===== config.mk =====
export PLATFORM = sky130hd
export DESIGN_NAME = lut_slice_cell
export DESIGN_NICKNAME = d
export VERILOG_FILES = /design/src/rtl/lut_slice_cell.sv
export SDC_FILE = /design/constraint.sdc
export NUM_CORES = 1
export LEC_CHECK = 0
export BUFFER_PORTS_ARGS = -buffer_cell sky130_fd_sc_hd__buf_2
export CAP_MARGIN = 10
export CORE_AREA = 5 5 46 67
export DETAILED_ROUTE_END_ITERATION = 12
export DIE_AREA = 0 0 51 72
export PLACE_DENSITY = 0.71
export SYNTH_ARGS = -nofsm -noshare
export SYNTH_HDL_FRONTEND = slang
export SYNTH_SLANG_ARGS = --single-unit

===== constraint.sdc =====
create_clock -name clk -period 3.04 [get_ports clk]
set_clock_uncertainty 0.1 [all_clocks]
set_input_delay 0.912 -clock clk [delete_from_list [all_inputs] [get_ports clk]]
set_output_delay 0.912 -clock clk [all_outputs]
set_load 0.01 [all_outputs]

===== src/rtl/lut_slice_cell.sv =====
module lut_slice_cell #(
  parameter int SEL_W = 4
) (
  input  logic             clk,
  input  logic             rst_n,
  input  logic [1:0]       mode,
  input  logic [SEL_W-1:0] rd_sel,
  input  logic [SEL_W-1:0] wr_addr,
  input  logic             wr_data,
  input  logic             wr_en,
  input  logic             shift_en,
  input  logic             carry_in,
  input  logic             op_a,
  output logic             func_out,
  output logic             sum_out,
  output logic             carry_out
);
  localparam int DEPTH = 1 << SEL_W;
  localparam logic [1:0] MODE_SHIFT = 2'b10;

  logic [DEPTH-1:0] cells;
  logic             shift_mode;

  assign shift_mode = (mode == MODE_SHIFT);

  always_ff @(posedge clk or negedge rst_n) begin
    if (!rst_n)
      cells <= '0;
    else if (shift_mode) begin
      if (shift_en) cells <= {cells[DEPTH-2:0], wr_data};
    end else if (wr_en)
      cells[wr_addr] <= wr_data;
  end

  assign func_out  = cells[rd_sel];
  assign sum_out   = func_out ^ carry_in;
  assign carry_out = func_out ? carry_in : op_a;

  assert_write_lands_R3: assert property (@(posedge clk) disable iff (!rst_n)
    (!shift_mode && wr_en) |=> cells[$past(wr_addr)] == $past(wr_data));

  assert_hold_no_write_R7: assert property (@(posedge clk) disable iff (!rst_n)
    (!shift_mode && !wr_en) |=> $stable(cells));

  assert_shift_moves_R5: assert property (@(posedge clk) disable iff (!rst_n)
    (shift_mode && shift_en) |=>
      (cells[0] == $past(wr_data)) && (cells[DEPTH-1:1] == $past(cells[DEPTH-2:0])));

  assert_shift_hold_R6: assert property (@(posedge clk) disable iff (!rst_n)
    (shift_mode && !shift_en) |=> $stable(cells));

  assert_sum_matches_R8: assert property (@(posedge clk) disable iff (!rst_n)
    (sum_out ^ func_out) == carry_in);

  assert_carry_select_R9: assert property (@(posedge clk) disable iff (!rst_n)
    (carry_out != carry_in) |-> (!func_out && carry_out == op_a));
endmodule


## Word-level counts from Yosys, hierarchy flattened

Index checks and enable logic that the tools add are counted.

| cells by class | value |
|---|---|
| order comparisons | 3 |
| equal/unequal tests | 2 |
| mux-type cells | 9 |
| bitwise gates (word level) | 1 |
| reductions and logical operators | 3 |

Operator list:

| cell | count |
|---|---|
| $mux W16 | 3 |
| $bwmux W16 | 1 |
| $lt A4 B5 Y1 const B | 2 |
| $bmux W1 S4 | 1 |
| $demux W1 S4 | 1 |
| $ge A4 B1 Y1 const B | 1 |
| $mux W1 | 3 |
| $eq A2 B2 Y1 const B | 1 |
| $ne A2 B2 Y1 const B | 1 |
| $reduce_and A2 Y1 | 1 |
| $reduce_bool A2 Y1 | 1 |
| $logic_and A1 B1 Y1 | 1 |
| $xor A1 B1 Y1 | 1 |

| storage, ports and cells | value |
|---|---|
| register bits | 16 |
| bits of input ports | 17 |
| output and inout bits | 3 |
| logic and storage cells | 19 |

## Logic depth before layout (Yosys ltp)

| depth | value |
|---|---|
| depth in word-level cells | 7 |
| depth in mapped cells | 6 |
| gate-level depth less buffers | 4 |

## Worst setup path after synthesis

OpenSTA, ideal clock, no wires.

| timing path | value |
|---|---|
| kind | input to output |
| from | input port rd_sel[1] |
| to | output port carry_out |
| data arrival time | 2.041 ns |
| required time | 2.028 ns |
| setup slack | -0.013 ns |
| stages on the path | 4 |
| cell sequence | mux4_1 -> mux2i_1 -> mux2_4 -> mux2_4 |

| on the way | value |
|---|---|
| word-level cells in the longest chain between the ends | 3 |

Ends and longest elaborated chain:

| what | RTL line | source |
|---|---|---|
| start: declaration | 7 | `input logic [SEL_W-1:0] rd_sel,` |
| $bmux W1 S4 | 35 | `assign func_out = cells[rd_sel];` |
| $mux W1 (not written as such) | 35 |  |
| $mux W1 | 37 | `assign carry_out = func_out ? carry_in : op_a;` |
| end: declaration | 16 | `output logic carry_out` |

Every way passes these cells. The select of a mux whose other input is x is not followed.

## Worst setup path in the final report

Same ends and word-level chain as after synthesis.

==> flow_metrics.env <==
export IMPL_cts_sinks=16
export IMPL_final_layout_size_suffix_gt1_frac=0.277
export IMPL_die_area_sq_um=3670
export IMPL_start_kind="input pin"
export IMPL_worstHoldPathType="in2async"
export IMPL_critical_path_class="in2out"
export IMPL_area_growth_pct=12.8
export IMPL_ctsHoldBuffers=0
export IMPL_drcViolationCount=0
export IMPL_grt_start_max_net_pins=24
export IMPL_post_cts_setup_buffer_count=0
export IMPL_routed_wl_met2_microns=1550
export IMPL_numCtsBuffers=3
export IMPL_wl_met1_microns=1150
export IMPL_fin_util=0.520
export IMPL_synth_cells=118
export IMPL_drv_cap=0
export IMPL_maxSlewViolCount=0
export IMPL_final_area_sq_um=1270
export IMPL_track_usage=0.178
export IMPL_hpwl_microns=2270
export IMPL_start_util=0.461
export IMPL_antenna_found_initial=0
export IMPL_status="complete, but fails checks"
export IMPL_critical_path_max_fanout=4
export IMPL_finalSetupViolations=3
export IMPL_finalCritPeriodShare=1.07
export IMPL_dr_wl_met3_microns=213
export IMPL_maxUsedRoutingLayer="met4"
export IMPL_placedInstanceArea_sq_um=1230
export IMPL_synth_distinct_cells=31
export IMPL_clock_latency_ns=0.30
export IMPL_grt_setup_unrepaired="true"
export IMPL_slowest_stage="mux4_2"
export IMPL_avgSynthCellArea_sq_um=9.57
export IMPL_synth_seq_cells=16
export IMPL_htreeDepth=1
export IMPL_synthTopCellsByArea="dfrtp_1 (35%), mux4_1 (9.3%), mux2_2 (7.0%)"
export IMPL_tightest_slew_ns=0.433
export IMPL_layout_commonest_cell="buf_2"
export IMPL_wl_microns=2980
export IMPL_clockBufferDepth=2
export IMPL_async_flop_share=1.00
export IMPL_slew_headroom=0.710
export IMPL_critPathRequiredTime_ns=2.03
export IMPL_hold_violations=0
export IMPL_clkTransAtPathRegs_ns=0.10
export IMPL_overflow=0
export IMPL_die_w_microns=51
export IMPL_synth_ff_type="dfrtp_1"
export IMPL_die_height_microns=72
export IMPL_synth_edf_count=0
export IMPL_final_cell_mix="buf_2 (17), dfrtp_1 (16), a21oi_1 (11), nand2_1 (11), o21ai_0 (11)"
export IMPL_grt_pass1_wl_microns=5000
export IMPL_violations="setup timing"
export IMPL_viasPerCell=6.55
export IMPL_diodes=0
export IMPL_syn_cell_area_sq_um=1130
export IMPL_regMostFlops="cells"
export IMPL_coreArea_sq_um=2450
export IMPL_fmax_mhz=308
export IMPL_rows=22
export IMPL_crit_top_cell="mux2_4"
export IMPL_cts_tree="built"
export IMPL_vdd_drop_max_uv=291
export IMPL_synth_top_area_frac=0.354
export IMPL_grt_pass1_vias=1091
export IMPL_nets=156
export IMPL_worstPathArrival_ns=2.23
export IMPL_wl_per_cell_microns=18.5
export IMPL_powerDensity_nw_per_um2=473
export IMPL_io_pins=20
export IMPL_setup_ws_ns=-0.205
export IMPL_endpoint_kind="primary output"
export IMPL_routabilityCongestion=0.914
export IMPL_cts_root_buffer="clkbuf_4"
export IMPL_largest_register_ffs=16
export IMPL_cp_cell_sequence="buf_12, mux4_2, mux2i_1, mux2_4, mux2_4, buf_6"
export IMPL_vias=1054
export IMPL_reg_top3="cells: 16 flops"
export IMPL_drt_initial_drc_count=52
export IMPL_min_period_ns=3.24
export IMPL_hold_ws_ns=0.418
export IMPL_first_pass_iters=4
export IMPL_fillers=234
export IMPL_yosys_warnings=0
export IMPL_syn_num_nets=135
export IMPL_io_buffers=19
export IMPL_cts_resized=4
export IMPL_rrSetupSlack_ns=2.00
export IMPL_synth_seq_area_share=0.354
export IMPL_synth_top_area_cell="dfrtp_1"
export IMPL_cellLeakagePower_uw=0.000554
export IMPL_critical_path_max_stage_delay_ns=0.47
export IMPL_antenna_left=0
[cells in the mapped netlist (3+ instances only)]
cell        n
nor2_1      6
a21oi_1    11
buf_2       4
a311oi_1    3
a21o_1      3
o31ai_1     3
o21ai_0    11
nand2b_1    6
nand2_1    11
o2bb2ai_1   3
mux2_2      7
mux4_1      4
dfrtp_1    16
nor3_1      5
[stage by stage]
step                      cells  power (uW)  setup slack, ns  setup TNS [ns]
after floorplan             118         410           0.0398               0
after global placement      158         479           -0.269          -0.565
after detailed placement    158         485           -0.320          -0.719
after CTS                   161         603           -0.223          -0.446
after global routing        161         640           -0.264          -0.628
final                       161         603           -0.205          -0.384
[where the power goes]
group	switching, uW	internal (uW)
Clock	71.1	46.2
Sequential	42.0	255
Combinational	86.3	103
[kinds of logic (layout without fill, tap and decap cells)]
family                    after synthesis  in the layout  share of synthesized area
AOI/OAI and AO/OA                      42             42                      0.240
and+or+nand+nor                        37             37                      0.163
DFF                                    16             16                      0.354
muxes                                  15             15                      0.207
buffers and inverters                   7             26                     0.0277
xor gates and xnor gates                1              1                    0.00775
[final cells by class]
class | count | area, sq um | share of cell area
clock buffer | 3 | 22.5 | 0.0177
inverter | 2 | 7.51 | 0.00589
multi-input combinational | 95 | 683 | 0.536
sequential | 16 | 400 | 0.314
tap | 24 | 30.0 | 0.0236
timing repair buffer | 21 | 131 | 0.103
[layer usage]
metal | vias up | GRT usage
met3 | 7 | 0.0308
met4 | 0 | 0.0808
met5 | - | 0
met2 | 52 | 0.314
li1 | 489 | -
met1 | 506 | 0.204
[worst paths after layout]
check	startpoint	depth (start not counted)	endpoint
min in group clk	cells[0]	1	cells[0]
max in group asynchronous	rst_n	1	cells[0]
max	rd_sel[1]	6	carry_out
max reg2reg	cells[3]	3	cells[4]
min reg2reg	cells[0]	1	cells[0]
min	rst_n	1	cells[12]
[worst max-delay path, delay by kind of cell]
kind | cells | cell delay, ns
multiplexers | 4 | 1.10
buffers and inverters | 2 | 0.21
Power figures use the tool's default switching activity.
